--- config.mk ---
export PLATFORM = sky130hd
export DESIGN_NAME = conv_rate_seq
export DESIGN_NICKNAME = d
export VERILOG_FILES = /design/src/rtl/crs_pkg.sv /design/src/rtl/crs_factor_reg.sv /design/src/rtl/crs_period_timer.sv /design/src/rtl/crs_chop_fsm.sv /design/src/rtl/crs_settle_fsm.sv /design/src/rtl/conv_rate_seq.sv
export SDC_FILE = /design/constraint.sdc
export NUM_CORES = 1
export LEC_CHECK = 0
export BUFFER_PORTS_ARGS = -buffer_cell sky130_fd_sc_hd__buf_2
export CAP_MARGIN = 20
export CORE_MARGIN = 1
export CORE_UTILIZATION = 35
export CTS_BUF_LIST = sky130_fd_sc_hd__clkbuf_8
export CTS_CLUSTER_SIZE = 28
export DETAILED_ROUTE_END_ITERATION = 8
export GPL_ROUTABILITY_DRIVEN = 0
export GPL_TIMING_DRIVEN = 0
export PLACE_DENSITY_LB_ADDON = 0.25
export SLEW_MARGIN = 10
export SYNTH_ARGS = -nofsm -noshare
export SYNTH_HDL_FRONTEND = slang
export SYNTH_SLANG_ARGS = --single-unit
--- constraint.sdc ---
create_clock -name clk -period 3.2 [get_ports clk]
set_input_delay 0.16 -clock clk [delete_from_list [all_inputs] [get_ports clk]]
set_output_delay 0.16 -clock clk [all_outputs]
set_load 0.1 [all_outputs]
--- src/rtl/crs_pkg.sv ---
package crs_pkg;
    typedef enum logic [1:0] {
        CH_IDLE = 2'd0,
        CH_FILL = 2'd1,
        CH_RUN  = 2'd2
    } chop_state_t;

    typedef enum logic {
        ST_STEADY = 1'b0,
        ST_BLANK  = 1'b1
    } settle_state_t;
endpackage

--- src/rtl/crs_factor_reg.sv ---
module crs_factor_reg #(
    parameter int W    = 8,
    parameter int FMIN = 13,
    parameter int FRST = 69
) (
    input  logic         clk,
    input  logic         rst_n,
    input  logic         wr_en,
    input  logic [W-1:0] wr_data,
    input  logic         busy,
    output logic [W-1:0] sf_q
);
    localparam logic [W-1:0] FMIN_V = W'(FMIN);
    localparam logic [W-1:0] FRST_V = W'(FRST);

    always_ff @(posedge clk or negedge rst_n) begin
        if (!rst_n) begin
            sf_q <= FRST_V;
        end else if (wr_en && !busy) begin
            sf_q <= (wr_data < FMIN_V) ? FMIN_V : wr_data;
        end
    end

    // factor frozen while a channel converts
    a_r3_write_locked: assert property (@(posedge clk) disable iff (!rst_n)
        busy |=> $stable(sf_q));
    // stored factor never below the floor
    a_r2_floor: assert property (@(posedge clk) disable iff (!rst_n)
        sf_q >= FMIN_V);
endmodule

--- src/rtl/crs_period_timer.sv ---
module crs_period_timer #(
    parameter int W    = 8,
    parameter int MULT = 24
) (
    input  logic         clk,
    input  logic         rst_n,
    input  logic         run,
    input  logic [W-1:0] sf,
    output logic         last
);
    localparam int CW = $clog2(MULT * (2 ** W));

    logic [CW-1:0] cnt_q;
    logic [CW-1:0] period_len;

    assign period_len = CW'(MULT) * CW'(sf);
    assign last       = run && (cnt_q == period_len - CW'(1));

    always_ff @(posedge clk or negedge rst_n) begin
        if (!rst_n) begin
            cnt_q <= '0;
        end else if (!run || last) begin
            cnt_q <= '0;
        end else begin
            cnt_q <= cnt_q + CW'(1);
        end
    end

    // idle clears the period count
    a_r6_idle_clear: assert property (@(posedge clk) disable iff (!rst_n)
        !run |=> (cnt_q == '0));
endmodule

--- src/rtl/crs_chop_fsm.sv ---
module crs_chop_fsm
    import crs_pkg::*;
(
    input  logic clk,
    input  logic rst_n,
    input  logic run,
    input  logic last,
    output logic rdy
);
    chop_state_t state_q, state_d;
    logic        rdy_q;

    always_comb begin
        state_d = state_q;
        unique case (state_q)
            CH_IDLE: if (run) state_d = CH_FILL;
            CH_FILL: begin
                if (!run)      state_d = CH_IDLE;
                else if (last) state_d = CH_RUN;
            end
            CH_RUN:  if (!run) state_d = CH_IDLE;
            default: state_d = CH_IDLE;
        endcase
    end

    always_ff @(posedge clk or negedge rst_n) begin
        if (!rst_n) state_q <= CH_IDLE;
        else        state_q <= state_d;
    end

    always_ff @(posedge clk or negedge rst_n) begin
        if (!rst_n) rdy_q <= 1'b0;
        else        rdy_q <= (state_q == CH_RUN) && run && last;
    end

    assign rdy = rdy_q;

    // no word while the chop fill period runs
    a_r4_no_early_rdy: assert property (@(posedge clk) disable iff (!rst_n)
        (state_q != CH_RUN) |=> !rdy_q);
    // strobe lasts one cycle
    a_r5_one_cycle: assert property (@(posedge clk) disable iff (!rst_n)
        rdy_q |=> !rdy_q);
endmodule

--- src/rtl/crs_settle_fsm.sv ---
module crs_settle_fsm
    import crs_pkg::*;
#(
    parameter int SETTLE_N = 3
) (
    input  logic clk,
    input  logic rst_n,
    input  logic cfg_change,
    input  logic rdy,
    output logic settled
);
    localparam int CNW = $clog2(SETTLE_N + 1);

    settle_state_t  state_q, state_d;
    logic [CNW-1:0] left_q;
    logic           settled_q;

    always_comb begin
        state_d = state_q;
        unique case (state_q)
            ST_STEADY: if (cfg_change) state_d = ST_BLANK;
            ST_BLANK: begin
                if (cfg_change)                       state_d = ST_BLANK;
                else if (rdy && left_q == CNW'(1))    state_d = ST_STEADY;
            end
            default: state_d = ST_STEADY;
        endcase
    end

    always_ff @(posedge clk or negedge rst_n) begin
        if (!rst_n) begin
            state_q <= ST_STEADY;
            left_q  <= '0;
        end else begin
            state_q <= state_d;
            if (cfg_change)
                left_q <= CNW'(SETTLE_N);
            else if (state_q == ST_BLANK && rdy)
                left_q <= left_q - CNW'(1);
        end
    end

    always_ff @(posedge clk or negedge rst_n) begin
        if (!rst_n) settled_q <= 1'b1;
        else        settled_q <= (state_d == ST_STEADY);
    end

    assign settled = settled_q;

    // change drops the flag next cycle
    a_r7_blank_on_change: assert property (@(posedge clk) disable iff (!rst_n)
        cfg_change |=> !settled_q);
    // flag only recovers on a consumed strobe
    a_r8_rise_needs_rdy: assert property (@(posedge clk) disable iff (!rst_n)
        (!settled_q && !rdy) |=> !settled_q);
endmodule

--- src/rtl/conv_rate_seq.sv ---
module conv_rate_seq #(
    parameter int W        = 8,
    parameter int MULT     = 24,
    parameter int FMIN     = 13,
    parameter int FRST     = 69,
    parameter int SETTLE_N = 3
) (
    input  logic         clk,
    input  logic         rst_n,
    input  logic         wr_en,
    input  logic [W-1:0] wr_data,
    output logic [W-1:0] rd_data,
    input  logic         main_active,
    input  logic         aux_active,
    input  logic         cfg_change,
    output logic         rdy,
    output logic         settled
);
    logic         run;
    logic [W-1:0] sf;
    logic         last;

    // either channel runs the sequencer
    assign run     = main_active | aux_active;
    assign rd_data = sf;

    crs_factor_reg #(.W(W), .FMIN(FMIN), .FRST(FRST)) u_factor (
        .clk(clk), .rst_n(rst_n), .wr_en(wr_en), .wr_data(wr_data),
        .busy(run), .sf_q(sf)
    );

    crs_period_timer #(.W(W), .MULT(MULT)) u_timer (
        .clk(clk), .rst_n(rst_n), .run(run), .sf(sf), .last(last)
    );

    crs_chop_fsm u_chop (
        .clk(clk), .rst_n(rst_n), .run(run), .last(last), .rdy(rdy)
    );

    crs_settle_fsm #(.SETTLE_N(SETTLE_N)) u_settle (
        .clk(clk), .rst_n(rst_n), .cfg_change(cfg_change), .rdy(rdy),
        .settled(settled)
    );

    // quiet outputs right after reset
    a_r1_reset_quiet: assert property (@(posedge clk) disable iff (!rst_n)
        $rose(rst_n) |-> (!rdy && settled));
endmodule

==> metrics, run 1 <==
global-route wire length before repair=a little over 8000 um; vias per inst=5.30; DRT iter0 DRCs=about 120; CTS tree=built; area leader, netlist=dfrtp_1; Ys Warns=0; Vias=1782; status=completed; worst vdd ir=~0.00028 V; post-synthesis to final-layout area growth=21.5%; Synth Cell Area=2190 um2; post-synthesis area per instance=just under 10 um2; Max Slew Vio Count=0; register bit total from synthesis=28; Slowest-stage cell, CP=dfrtp_4; min Tclk post-route=3.08 ns; post-synth cell types=65; final wirelength=between 4000 and 5000 um; Top Usage Layer GRT=met2; crit-path cells=ha_4 > fa_2 > buf_4 > xnor2_1 > nand2_2 > xnor2_2 > o21a_1 > o2111ai_2 > o311ai_4 > o31a_1 > buf_6 > nor2_2; crit-path max FO=5; die area=around 6600 um2; vias in the first global route=between 1500 and 2000; Nets=about 290; GR Util met2=0.259; initial antenna violation count=0; crit path kind=flip-flop to flip-flop; # diodes=0; Gate power share=0.621; syn nets=~250; PortBufs=23; H-Tree Depth=1; Die Height=between 80 and 90 um; period utilisation layout=0.961; LEAKAGE=between 1 and 1.5 nW; pin count of the biggest net entering global routing=29; Internal Power=roughly 0.0011 W; clk buf depth=2; met3 Use GR=0.0191; sw frac=0.482; # IOs=24; Fmax=~330 MHz; Main synth FF type=dfrtp_1; power density cells=about 800 nW/um2; most frequent cells in the layout=buf_2 (24), dfrtp_1 (22), xnor2_1 (16), nand2_1 (15), inv_1 (13); post-route ant nets=0; slowest stage delay, CP=roughly 0.52 ns; initial core utilization=0.367; worst hold-check path type=primary input to flip-flop; die width=~81 um; Synth area leaders=dfrtp_1 (27%), xnor2_1 (7.2%), ha_1 (6.3%); WL/cell=~14 um; met1 GRT Util=0.218; Required @ worst endpoint=about 3.4 ns; layout cells sized above 1=0.341; clk_skew=around 0.0055 ns; Mapped Cells=approximately 230; Min Hold Slack=roughly 0.11 ns; sequential-to-total area share from yosys stat=0.323; Worst-Skew Late Latency=0.27 ns; Clk pwr share=0.091; Final setup violation count=0; Worst Setup End Kind=flip-flop; Core ar.=approximately 6000 um2; commonest non-fill, non-tap cell in the layout=buf_2; Reg power frac=0.288; Post-synth ARST share=1.00; Sw Pwr=a little over 0.001 W; GRT Resource Usage Total=0.158; Worst-Margin Slew=roughly 0.63 ns; Max-slew headroom=0.578; top cell type's share of synthesized area=0.275; Fin. Hold Viols=0; max cap viols=0; Worst setup SP type=flip-flop; # clock sinks=28; Root Driver=clkbuf_8; CTS Buf Count=3; clk slew on worst S/H paths=about 0.09 ns; TritonRoute pass-1 iters=4; hpwl dp=~3600 um; DRC=0; row count=28; TNS Setup=0 ns; global route overflow=0; WP data arrival=~3.3 ns; Post-synth EDFFs=0
[stage by stage]
step                      area [um2]  cells  setup WS (ns)  power [W]  utilization
after floorplan                 2210    227         0.0472    0.00154            -
after global placement          2420    325       -0.00708    0.00173        0.406
after detailed placement        2420    325        -0.0424    0.00175        0.406
after CTS                       2480    330         0.0178    0.00197        0.416
after global routing            2660    336        -0.0325    0.00228        0.446
final                           2660    336          0.124    0.00212        0.446
[synth_stat cells (2+ instances only)]
master     number
nor3b_2         2
and2_1          3
buf_6           2
a21oi_1        10
o22a_1          2
or3_1           3
nor2_2         11
xor2_1          5
dfstp_2         4
and3_1          5
a21o_1          2
nand3_1         5
nand2_1        16
o2111ai_1       5
dfrtp_1        24
o21a_1          2
o211ai_1        5
nand4_1         4
o211a_1         2
xnor2_1        18
nor4_1          2
or2_2           2
inv_1          12
ha_1           11
nor2_1         13
o21bai_1        2
o21ai_0         8
mux2_2          3
o21ai_1         2
nor3_1          7
[power by group through the flow]
stage	registers, W	logic [W]	clock network [W]
3_5_place_dp	0.000610	0.00114	0
2_1_floorplan	0.000706	0.000834	0
6_report	0.000609	0.00132	0.000193
4_1_cts	0.000605	0.00116	0.000207
5_1_grt	0.000628	0.00144	0.000217
3_3_place_gp	0.000608	0.00113	0
[worst max-delay path, delay by kind of cell, from the launching register on]
kind,cells,cell delay (ns)
adders and majority gates,2,0.67
DFF,1,0.52
and+or+nand+nor,2,0.24
AOI/OAI and AO/OA,4,0.83
xor gates and xnor gates,2,0.39
buffers and inverters,2,0.33
[area by class of cell]
| cell class | instances | area (um2) |
|---|---|---|
| fillers | 601 | 3300 |
| multi-input cells | 183 | 1550 |
| flip-flops and latches | 28 | 714 |
| repair buffers | 30 | 174 |
| well taps | 75 | 93.8 |
| inverters | 12 | 45.0 |
| clock buffers | 3 | 41.3 |
| plain buffers | 4 | 31.3 |
| clock inverters | 1 | 3.75 |
[layer usage]
metal / part of all wire / wire (um) / up-vias
met5: 0 / 0 / -
met4: 0.0097 / 46 / 0
met3: 0.037 / 177 / 4
met2: 0.46 / 2170 / 22
met1: 0.49 / 2350 / 861
li1: - / - / 895
[logic make-up (layout without fill, tap and decap cells)]
family          count (synthesis)  after routing  share of synthesized area
mux                             4              4                     0.0200
buf+inv                        16             50                     0.0349
xor+xnor                       25             25                      0.110
simple gates                   83             83                      0.227
compound gates                 59             59                      0.213
fa+ha+maj                      12             12                     0.0721
flops                          28             28                      0.323
[flip-flops by register name (all words and copies together) (netlist names)]
name and count:
u_chop.state_q 2, u_chop.rdy 1, u_settle.left_q 2, u_timer.cnt_q 13, u_settle.settled 1, u_factor.sf_q 8
u_settle.state_q 1
[final timing paths]
path,startpoint,endpoint,slack (ns),depth (start not counted)
worst max-delay path,u_factor.sf_q[1],u_timer.cnt_q[11],0.12,12
worst min-delay path,wr_data[3],u_factor.sf_q[3],0.11,2
worst max register to register,u_factor.sf_q[1],u_timer.cnt_q[11],0.12,12
worst min register to register,u_timer.cnt_q[0],u_timer.cnt_q[0],0.47,1
max in group asynchronous,rst_n,u_factor.sf_q[1],2.29,2
min in group asynchronous,rst_n,u_timer.cnt_q[12],0.44,2
[timing repair]
action	4_1_cts	5_1_grt
pin swaps	0	11
hold buffers	1	0
hold endpoints to repair	24	0
resized for setup	2	23
cloned	0	1
setup endpoints to repair	12	14
setup buffers	0	5
(Power assumes the default switching activity.)
==> run 2: changes to the inputs <==
Clock period 3.2 ns to 2.6 ns, I/O delays scaled along.
==> metrics, run 2 (synthesis results as in run 1) <==
Gate power share=0.626 (was 0.621); crit-path max FO=5 (unchanged); min Tclk post-route=3.07 ns (was 3.08 ns); commonest non-fill, non-tap cell in the layout=buf_2 (unchanged); max reg flops=13 (unchanged); final wirelength=4870 um (was 4750 um); PortBufs=23 (unchanged); vias per inst=5.38 (was 5.30); # clock sinks=28 (unchanged); post-route ant nets=0 (unchanged); initial core utilization=0.367 (unchanged); period utilisation layout=1.18 (was 0.961); Worst setup SP type=flip-flop (unchanged); LEAKAGE=1.07 nW (was 1.06 nW); Vias=1836 (was 1782); post-synthesis to final-layout area growth=23.1% (was 21.5%); CTS Buf Count=3 (unchanged); Worst-Margin Slew=0.641 ns (was 0.634 ns); Required @ worst endpoint=2.77 ns (was 3.41 ns); Max-slew headroom=0.573 (was 0.578); WP data arrival=3.24 ns (was 3.29 ns); Fmax=326 MHz (was 325 MHz); worst hold-check path type=primary input to flip-flop (unchanged); crit path kind=flip-flop to flip-flop (unchanged); hpwl dp=3620 um (was 3580 um); hold depth=2 (unchanged); status=finished, violations left (was completed); global route overflow=0 (unchanged); row count=28 (unchanged); Root Driver=clkbuf_8 (unchanged); initial antenna violation count=0 (unchanged); clk_skew=0.00410 ns (was 0.00546 ns); failing checks=setup timing; top flop regs=u_timer.cnt_q (13), u_factor.sf_q (8) (unchanged); # IOs=24 (unchanged); Reg2Reg Depth=12 (unchanged); fill count=603 (was 601); worst vdd ir=0.000336 V (was 0.000281 V); dpl cell area=2450 um2 (was 2420 um2); TritonRoute pass-1 iters=4 (unchanged); WL/cell=14.3 um (was 14.1 um); DRC=0 (unchanged); layout cells sized above 1=0.365 (was 0.341); Most flops, register=u_timer.cnt_q (unchanged); Final Cell Area=2690 um2 (was 2660 um2); Core ar.=5960 um2 (unchanged); Die Height=81.0 um (unchanged); clk slew on worst S/H paths=0.09 ns (about the same); # diodes=0 (unchanged); global-route wire length before repair=8440 um (was 8050 um); TNS Setup=-6.27 ns (was 0 ns); Internal Power=0.00137 W (was 0.00110 W); power density cells=977 nW/um2 (was 797 nW/um2); Nets=293 (was 288); Worst-Skew Late Latency=0.27 ns (about the same); DRT iter0 DRCs=58 (was 121); clk buf depth=2 (unchanged); Worst Setup End Kind=flip-flop (unchanged); H-Tree Depth=1 (unchanged); pin count of the biggest net entering global routing=29 (unchanged); vias in the first global route=1810 (was 1719); Reg power frac=0.284 (was 0.288); max cap viols=0 (unchanged); GRT Resource Usage Total=0.168 (was 0.158); Fin. Hold Viols=0 (unchanged); sw frac=0.477 (was 0.482); Final setup violation count=15 (was 0); most frequent cells in the layout=buf_2 (24), dfrtp_1 (20), xnor2_1 (17), nand2_1 (15), inv_1 (13) (was buf_2 (24), dfrtp_1 (22), xnor2_1 (16), nand2_1 (15), inv_1 (13)); Clk pwr share=0.091 (about the same); CTS tree=built (unchanged); dpl ws=-0.598 ns (was -0.0424 ns); Max Slew Vio Count=0 (unchanged); die area=6570 um2 (unchanged); die width=81.0 um (unchanged); Sw Pwr=0.00125 W (was 0.00102 W); final setup margin=-0.468 ns (was 0.124 ns); RSZ-0062 raised after global routing=true
==> run 2: changes by cell type in the layout (fill, tap and decap cells not counted), sizes merged <==
| cell | previous run | this run |
|---|---|---|
| buf | 32 | 37 |
==> run 2: area by class of cell <==
cell class	instances	area, um2	area share
inverters	12	45.0	0.0167
plain buffers	4	31.3	0.0116
repair buffers	35	224	0.0832
clock inverters	1	3.75	0.00139
multi-input cells	183	1530	0.569
clock buffers	3	41.3	0.0153
flip-flops and latches	28	721	0.268
well taps	75	93.8	0.0349
==> run 2: timing repair <==
| action | CTS | global route |
|---|---|---|
| setup buffers | 8 | 2 |
| endpoints found under the hold margin | 24 | 0 |
| resized for setup | 16 | 1 |
| endpoints found under the setup margin | 15 | 15 |
| hold buffers | 1 | 0 |
| cloned | 1 | 0 |
| pin swaps | 20 | 2 |
==> run 2: layer usage <==
| layer | share of wire | track usage | vias to the layer above |
|---|---|---|---|
| li1 | - | - | 908 |
| met1 | 0.48 | 0.225 | 895 |
| met2 | 0.48 | 0.287 | 29 |
| met3 | 0.027 | 0.0169 | 4 |
| met4 | 0.011 | 0.0482 | 0 |
| met5 | 0 | 0 | - |
==> run 2: through the flow <==
step	util	power (W)	hold WS, ns	std cells
2_1_floorplan	-	0.00193	-0.166	227
3_3_place_gp	0.411	0.00217	0.199	325
3_5_place_dp	0.411	0.00220	0.197	325
4_1_cts	0.449	0.00264	0.0597	339
5_1_grt	0.452	0.00283	0.0563	341
6_report	0.452	0.00263	0.0693	341
==> run 2: worst paths after layout <==
path	from	end	slack [ns]
max in group asynchronous	rst_n	u_factor.sf_q[1]	1.71
worst min register to register	u_timer.cnt_q[0]	u_timer.cnt_q[0]	0.47
worst max-delay path	u_factor.sf_q[1]	u_timer.cnt_q[11]	-0.47
worst max register to register	u_factor.sf_q[1]	u_timer.cnt_q[11]	-0.47
worst min-delay path	cfg_change	u_settle.left_q[1]	0.07
min in group asynchronous	rst_n	u_timer.cnt_q[11]	0.41
==> run 2: power groups by stage <==
| stage | logic (W) | registers (W) | clock network [W] |
|---|---|---|---|
| 4_1_cts | 0.00163 | 0.000747 | 0.000255 |
| 2_1_floorplan | 0.00106 | 0.000873 | 0 |
| 3_5_place_dp | 0.00144 | 0.000757 | 0 |
| 3_3_place_gp | 0.00142 | 0.000751 | 0 |
| 6_report | 0.00165 | 0.000746 | 0.000239 |
| 5_1_grt | 0.00179 | 0.000771 | 0.000271 |
==> run 2: critical path, cell delays in order (launching register included) <==
cell	delay (ns)
dfrtp_4	0.52
buf_4	0.16
fa_2	0.44
buf_12	0.15
xor2_4	0.22
xnor2_2	0.11
xnor2_1	0.13
or4_4	0.42
o21bai_1	0.17
a22oi_1	0.18
o31a_1	0.27
buf_6	0.16
nor2_2	0.04
